## config.mk

```make
export PLATFORM = sky130hd
export DESIGN_NAME = fpstk_file
export DESIGN_NICKNAME = d
export VERILOG_FILES = /design/src/rtl/fpstk_pkg.sv /design/src/rtl/fpstk_ptr.sv /design/src/rtl/fpstk_tags.sv /design/src/rtl/fpstk_data.sv /design/src/rtl/fpstk_file.sv
export SDC_FILE = /design/constraint.sdc
export NUM_CORES = 2
export LEC_CHECK = 0
export BUFFER_PORTS_ARGS = -buffer_cell sky130_fd_sc_hd__buf_2
export CAP_MARGIN = 20
export CORE_ASPECT_RATIO = 0.75
export CORE_MARGIN = 5
export CORE_UTILIZATION = 40
export CTS_BUF_LIST = sky130_fd_sc_hd__clkbuf_4
export DETAILED_ROUTE_END_ITERATION = 7
export GPL_TIMING_DRIVEN = 0
export PLACE_DENSITY = 0.61
export SYNTH_ARGS = -nofsm -noshare
export SYNTH_HDL_FRONTEND = slang
export SYNTH_SLANG_ARGS = --single-unit
```

## constraint.sdc

```tcl
create_clock -name clk -period 4.9 [get_ports clk]
set_input_delay 0.49 -clock clk [delete_from_list [all_inputs] [get_ports clk]]
set_output_delay 0.49 -clock clk [all_outputs]
set_load 0.05 [all_outputs]
```

## src/rtl/fpstk_pkg.sv

```systemverilog
package fpstk_pkg;
  typedef enum logic [3:0] {
    OP_NOP     = 4'd0,
    OP_PUSH    = 4'd1,
    OP_POP     = 4'd2,
    OP_READ    = 4'd3,
    OP_WRITE   = 4'd4,
    OP_XCHG    = 4'd5,
    OP_INIT    = 4'd6,
    OP_EMPTY   = 4'd7,
    OP_SIMD_RD = 4'd8,
    OP_SIMD_WR = 4'd9
  } op_e;

  localparam logic [1:0] TAG_VALID = 2'b00;
  localparam logic [1:0] TAG_EMPTY = 2'b11;
endpackage

```

## src/rtl/fpstk_ptr.sv

```systemverilog
module fpstk_ptr #(
  parameter int PW = 3
) (
  input  logic          clk,
  input  logic          rst_n,
  input  logic          clr,
  input  logic          inc,
  input  logic          dec,
  output logic [PW-1:0] top
);
  logic [PW-1:0] top_d;
  logic          top_en;

  always_comb begin
    top_en = clr | inc | dec;
    top_d  = top;
    if (clr)      top_d = '0;
    else if (inc) top_d = top + PW'(1);
    else if (dec) top_d = top - PW'(1);
  end

  always_ff @(posedge clk or negedge rst_n) begin
    if (!rst_n)      top <= '0;
    else if (top_en) top <= top_d;
  end
endmodule

```

## src/rtl/fpstk_tags.sv

```systemverilog
module fpstk_tags #(
  parameter int NREG = 8,
  parameter int PW   = 3
) (
  input  logic                 clk,
  input  logic                 rst_n,
  input  logic                 all_empty,
  input  logic                 all_valid,
  input  logic                 mark_valid,
  input  logic [PW-1:0]        valid_addr,
  input  logic                 mark_empty,
  input  logic [PW-1:0]        empty_addr,
  output logic [NREG-1:0][1:0] tags
);
  import fpstk_pkg::*;

  for (genvar g = 0; g < NREG; g++) begin : g_tag
    logic [1:0] tag_d;
    logic       tag_en;

    always_comb begin
      tag_en = 1'b0;
      tag_d  = tags[g];
      if (all_empty) begin
        tag_en = 1'b1;
        tag_d  = TAG_EMPTY;
      end else if (all_valid) begin
        tag_en = 1'b1;
        tag_d  = TAG_VALID;
      end else if (mark_valid && valid_addr == PW'(g)) begin
        tag_en = 1'b1;
        tag_d  = TAG_VALID;
      end else if (mark_empty && empty_addr == PW'(g)) begin
        tag_en = 1'b1;
        tag_d  = TAG_EMPTY;
      end
    end

    always_ff @(posedge clk or negedge rst_n) begin
      if (!rst_n)      tags[g] <= TAG_EMPTY;
      else if (tag_en) tags[g] <= tag_d;
    end
  end
endmodule

```

## src/rtl/fpstk_data.sv

```systemverilog
module fpstk_data #(
  parameter int NREG = 8,
  parameter int PW   = 3,
  parameter int DW   = 80
) (
  input  logic          clk,
  input  logic          wa_en,
  input  logic [PW-1:0] wa_addr,
  input  logic [DW-1:0] wa_data,
  input  logic          wb_en,
  input  logic [PW-1:0] wb_addr,
  input  logic [DW-1:0] wb_data,
  input  logic [PW-1:0] ra_addr,
  input  logic [PW-1:0] rb_addr,
  input  logic [PW-1:0] rs_addr,
  output logic [DW-1:0] ra_data,
  output logic [DW-1:0] rb_data,
  output logic [DW-1:0] rs_data
);
  logic [NREG-1:0][DW-1:0] regs;

  for (genvar g = 0; g < NREG; g++) begin : g_reg
    logic [DW-1:0] reg_d;
    logic          reg_en;

    always_comb begin
      reg_en = 1'b0;
      reg_d  = regs[g];
      if (wa_en && wa_addr == PW'(g)) begin
        reg_en = 1'b1;
        reg_d  = wa_data;
      end else if (wb_en && wb_addr == PW'(g)) begin
        reg_en = 1'b1;
        reg_d  = wb_data;
      end
    end

    always_ff @(posedge clk) begin
      if (reg_en) regs[g] <= reg_d;
    end
  end

  assign ra_data = regs[ra_addr];
  assign rb_data = regs[rb_addr];
  assign rs_data = regs[rs_addr];
endmodule

```

## src/rtl/fpstk_file.sv

```systemverilog
module fpstk_file #(
  parameter int NREG = 8,
  parameter int DW   = 80,
  parameter int SW   = 64,
  parameter int IW   = 4
) (
  input  logic                 clk,
  input  logic                 rst_n,
  input  logic [IW-1:0]        op,
  input  logic [$clog2(NREG)-1:0] idx,
  input  logic [DW-1:0]        wr_data,
  input  logic [$clog2(NREG)-1:0] simd_idx,
  input  logic [SW-1:0]        simd_wdata,
  output logic [DW-1:0]        rd_data,
  output logic [SW-1:0]        simd_rdata,
  output logic                 ovf,
  output logic                 unf,
  output logic [$clog2(NREG)-1:0] top_ptr,
  output logic [2*NREG-1:0]    tag_word
);
  import fpstk_pkg::*;

  localparam int PW = $clog2(NREG);
  localparam int HW = DW - SW;

  // reset synchronizer: asserts at once, releases on the clock
  logic [1:0] rst_sync;
  logic       rst_int_n;

  always_ff @(posedge clk or negedge rst_n) begin
    if (!rst_n) rst_sync <= 2'b00;
    else        rst_sync <= {rst_sync[0], 1'b1};
  end
  assign rst_int_n = rst_sync[1];

  logic [PW-1:0]           top;
  logic [NREG-1:0][1:0]    tags;
  logic [PW-1:0]           ph_idx, ph_new;
  logic [DW-1:0]           top_val, idx_val, simd_val;
  logic                    top_empty, idx_empty, new_busy;

  assign ph_idx    = top + idx;
  assign ph_new    = top - PW'(1);
  assign top_empty = (tags[top]    == TAG_EMPTY);
  assign idx_empty = (tags[ph_idx] == TAG_EMPTY);
  assign new_busy  = (tags[ph_new] != TAG_EMPTY);

  // decoded controls
  logic          p_clr, p_inc, p_dec;
  logic          t_all_e, t_all_v, t_mv, t_me;
  logic [PW-1:0] t_mv_a;
  logic          wa_en, wb_en;
  logic [PW-1:0] wa_addr;
  logic [DW-1:0] wa_data;
  logic          ovf_d, unf_d, rd_ld, srd_ld;
  logic [DW-1:0] rd_d;
  op_e           cmd;

  assign cmd = op_e'(op);

  always_comb begin
    p_clr   = 1'b0; p_inc = 1'b0; p_dec = 1'b0;
    t_all_e = 1'b0; t_all_v = 1'b0; t_mv = 1'b0; t_me = 1'b0;
    t_mv_a  = ph_idx;
    wa_en   = 1'b0; wb_en = 1'b0;
    wa_addr = ph_idx;
    wa_data = wr_data;
    ovf_d   = 1'b0; unf_d = 1'b0;
    rd_ld   = 1'b0; srd_ld = 1'b0;
    rd_d    = idx_val;
    unique case (cmd)
      OP_PUSH: begin
        if (new_busy) ovf_d = 1'b1;
        else begin
          p_dec   = 1'b1;
          wa_en   = 1'b1;
          wa_addr = ph_new;
          t_mv    = 1'b1;
          t_mv_a  = ph_new;
        end
      end
      OP_POP: begin
        if (top_empty) unf_d = 1'b1;
        else begin
          p_inc = 1'b1;
          t_me  = 1'b1;
          rd_ld = 1'b1;
          rd_d  = top_val;
        end
      end
      OP_READ: begin
        if (idx_empty) unf_d = 1'b1;
        else           rd_ld = 1'b1;
      end
      OP_WRITE: begin
        wa_en = 1'b1;
        t_mv  = 1'b1;
      end
      OP_XCHG: begin
        if (top_empty || idx_empty) unf_d = 1'b1;
        else begin
          wa_en   = 1'b1;
          wa_addr = top;
          wa_data = idx_val;
          wb_en   = 1'b1;
        end
      end
      OP_INIT: begin
        p_clr   = 1'b1;
        t_all_e = 1'b1;
      end
      OP_EMPTY: t_all_e = 1'b1;
      OP_SIMD_RD: begin
        t_all_v = 1'b1;
        srd_ld  = 1'b1;
      end
      OP_SIMD_WR: begin
        t_all_v = 1'b1;
        wa_en   = 1'b1;
        wa_addr = simd_idx;
        wa_data = {{HW{1'b1}}, simd_wdata};
      end
      default: ;
    endcase
  end

  fpstk_ptr #(.PW(PW)) u_ptr (
    .clk  (clk),
    .rst_n(rst_int_n),
    .clr  (p_clr),
    .inc  (p_inc),
    .dec  (p_dec),
    .top  (top)
  );

  fpstk_tags #(.NREG(NREG), .PW(PW)) u_tags (
    .clk       (clk),
    .rst_n     (rst_int_n),
    .all_empty (t_all_e),
    .all_valid (t_all_v),
    .mark_valid(t_mv),
    .valid_addr(t_mv_a),
    .mark_empty(t_me),
    .empty_addr(top),
    .tags      (tags)
  );

  fpstk_data #(.NREG(NREG), .PW(PW), .DW(DW)) u_data (
    .clk    (clk),
    .wa_en  (wa_en),
    .wa_addr(wa_addr),
    .wa_data(wa_data),
    .wb_en  (wb_en),
    .wb_addr(ph_idx),
    .wb_data(top_val),
    .ra_addr(top),
    .rb_addr(ph_idx),
    .rs_addr(simd_idx),
    .ra_data(top_val),
    .rb_data(idx_val),
    .rs_data(simd_val)
  );

  // registered result and flag outputs
  always_ff @(posedge clk or negedge rst_int_n) begin
    if (!rst_int_n) begin
      rd_data    <= '0;
      simd_rdata <= '0;
      ovf        <= 1'b0;
      unf        <= 1'b0;
    end else begin
      ovf <= ovf_d;
      unf <= unf_d;
      if (rd_ld)  rd_data    <= rd_d;
      if (srd_ld) simd_rdata <= simd_val[SW-1:0];
    end
  end

  assign top_ptr  = top;
  assign tag_word = tags;
endmodule

```

==> run summary <==
Status: finished, violations left
Failing checks: negative setup slack
Fillers: 10,410
Critical path arrival: 6060 ps
Reg clk slew, reported paths: 70 ps
Fin crit share: 1.05
Multi-input gate area: 23,000 um2
Sw Share: 0.436
CP Class: flip-flop to flip-flop
Yosys cell types: 52
Post-layout util: 0.489
Vias/cell: 6.27
PD cells: 611 nW/um2
Critical Path Source Type: flip-flop
Syn Inst Count: 3,170
# IOs: 321
Residual DRC: 0
Hold wc startpoint: simd_idx[2]
CTS tree: done
Clk network pwr share: 0.181
Total power: 35,200 uW
FF-to-FF Start: u_ptr.top[0]
Hold path depth: 5
Worst Setup End Kind: flip-flop
Drt first-iter violations: 4,815
Worst R2R Setup Slack: -250 ps
Pleak: 0.0220 uW
Sequential Area: 23,200 um2
Fmax: 194 MHz
RSZ-0062 raised after global routing: yes
Site row count: 109
Layout Nets: 4,114
WL per Instance: 32.2 um
Area of the die: 126,000 um2
Placer Congestion: 0.835
Port-buffer cells: 318
Final Hold Vio Count: 0
Design Area, Final: 57,600 um2
DRT Wirelength: 184,000 um
Syn nets: 3,335
Hold Crit Class: input port to flip-flop
CTS Buf Count: 209
Clock Skews: 119 ps
Skew-Pair Late Insertion Delay: 1240 ps
Initial antenna violation count: 11
Clock sink total: 799
Max-cap violations: 0
Synth area leader: edfxtp_1
Mapped cell area: 47,400 um2
WHS: 142 ps
First-pass GRT wire length: 257,000 um
Core ar.: 118,000 um2
Combinational share of power: 0.528
Final HPWL DP: 120,000 um
Pins Over Slew Limit: 0
Synth warn: 0
Synth Area per Inst: 14.9 um2
Worst Path Max Fanout: 10
Flop pwr share: 0.292
Reg-to-Reg End: u_data.regs[186]
ANT nets after route: 0
Seq/Total Area, Yosys: 0.490
Hold worst-path end: simd_rdata[0]
Layout cells sized above 1: 0.337
Root Driver: clkbuf_4
Vias in the first global route: 35,559
Peak supply drop: 0.298 mV
Final WS setup: -245 ps
Yosys top cell area share: 0.406
Vias: 35,694
Worst EP required: 5820 ps
Area grow syn2layout: 21.4%
Gr ovfl total: 0
Initial Utilization: 0.403
Net switching power: 15,300 uW
Final setup viols: 80
Post-synth EDFFs: 640
Largest net degree at the start of global routing: 57
Cell Area, Placed: 52,100 um2
Slew HR: 0.179
Int Pwr: 19,800 uW
TNS Setup: -6680 ps
Top cells by area, synth: edfxtp_1 41%, mux4_2 22%, mux2i_1 17%, dfrtp_1 8.0%, nand2_1 2.2%
Die width: 407 um
Total track usage: 0.285
First-pass DRT Iterations: 5
Number of synthesized register bits: 799
Worst slew pin tran: 1230 ps
Chip height: 308 um
Reg2reg path depth: 12
H-tree Lvls: 4
Clk buf depth: 3
Ys flop type: edfxtp_1
Synth async-reset ratio: 0.199
Final critical path time including I/O delays and setup: 5150 ps
## power by group through the flow
| stage | clock network (uW) | logic (uW) | registers (uW) |
|---|---|---|---|
| after detailed placement | 0 | 17600 | 10400 |
| final | 6360 | 18600 | 10300 |
| after global routing | 6790 | 19500 | 10400 |
| after global placement | 0 | 17000 | 10400 |
| after floorplan | 0 | 10300 | 11900 |
| after CTS | 6430 | 18100 | 10200 |
## through the flow
stage,cells,setup WS [ps]
after floorplan,3170,-400
after global placement,5042,-3660
after detailed placement,5097,-2380
after CTS,5668,-70.1
after global routing,5690,-259
final,5696,-245
## repair_timing
action,CTS,global route
hold endpoints to repair,655,0
resized for setup,69,38
setup endpoints to repair,1299,754
hold buffers,153,0
buffers inserted,11,0
gates cloned,12,1
## worst max-delay path by stage
stage | to | depth (start not counted) | start | slack [ps]
after detailed placement | u_data.regs[433] | 16 | u_ptr.top[1] | -2380
after global placement | u_data.regs[275] | 12 | idx[0] | -3660
after floorplan | u_data.regs[160] | 11 | u_ptr.top[0] | -400
after global routing | u_data.regs[266] | 12 | u_ptr.top[0] | -260
after CTS | u_data.regs[272] | 12 | u_ptr.top[0] | -70
final | u_data.regs[186] | 12 | u_ptr.top[0] | -250
## registers in the layout, summed over array words and instances (netlist names)
signal,cells
u_data.regs,640
rd_data,80
simd_rdata,64
u_tags.tags,8
u_ptr.top,3
rst_sync,2
ovf,1
unf,1
## synthesized netlist by cell type (7+ instances only)
library cell	instances
buf_2	24
o221a_2	17
and3_1	7
mux2i_1	787
a21oi_1	152
o21ai_0	14
a31oi_1	15
buf_4	48
a221o_1	63
buf_1	67
edfxtp_1	640
buf_6	19
clkbuf_1	131
nand2_1	283
ha_1	8
a22o_1	64
a211oi_1	16
dfrtp_1	151
nor2_1	140
mux4_2	454
dfstp_2	8
## layout make-up
| cell class | count | share of cell area |
|---|---|---|
| plain buffers | 289 | 0.0291 |
| inverters | 6 | 0.000391 |
| multi-input cells | 2081 | 0.400 |
| repair buffers | 563 | 0.0831 |
| clock inverters | 83 | 0.00876 |
| well taps | 1554 | 0.0338 |
| diodes | 9 | 0.000391 |
| clock buffers | 312 | 0.0407 |
| flip-flops and latches | 799 | 0.403 |
## placed cells by master (no fill, tap or decap), drive strengths merged, types with 69 or more instances in the layout
master / instances
buf: 556
nand2: 283
mux4: 454
clkinv: 69
nor2: 140
dfrtp: 151
edfxtp: 640
mux2i: 788
a21oi: 152
clkbuf: 446
dlygate4sd3: 153
## worst max-delay path, cell delays in order (launching register included)
cell and delay (ps):
dfrtp_2 460, ha_4 170, fa_1 490, clkbuf_8 160, mux4_2 520, mux2i_4 340, and4_1 270, buf_6 170
nor2_1 90, buf_2 360, clkbuf_1 550, a21oi_1 990, mux2i_1 220
## kinds of logic after synthesis
logic type,count (synthesis),synth area share
fa+ha+maj,9,0.00253
xor+xnor,5,0.00124
flops,799,0.490
mux,1243,0.383
compound gates,366,0.0558
simple gates,452,0.0373
other cells,1,0.0000791
buf+inv,295,0.0308
## metal layers
metal | vias to the layer above | wire (um) | GRT usage
li1 | 14625 | - | -
met1 | 18379 | 75000 | 0.393
met2 | 2309 | 79400 | 0.418
met3 | 375 | 21900 | 0.0922
met4 | 6 | 7150 | 0.120
met5 | - | 40 | 0
(Power assumes the default switching activity.)
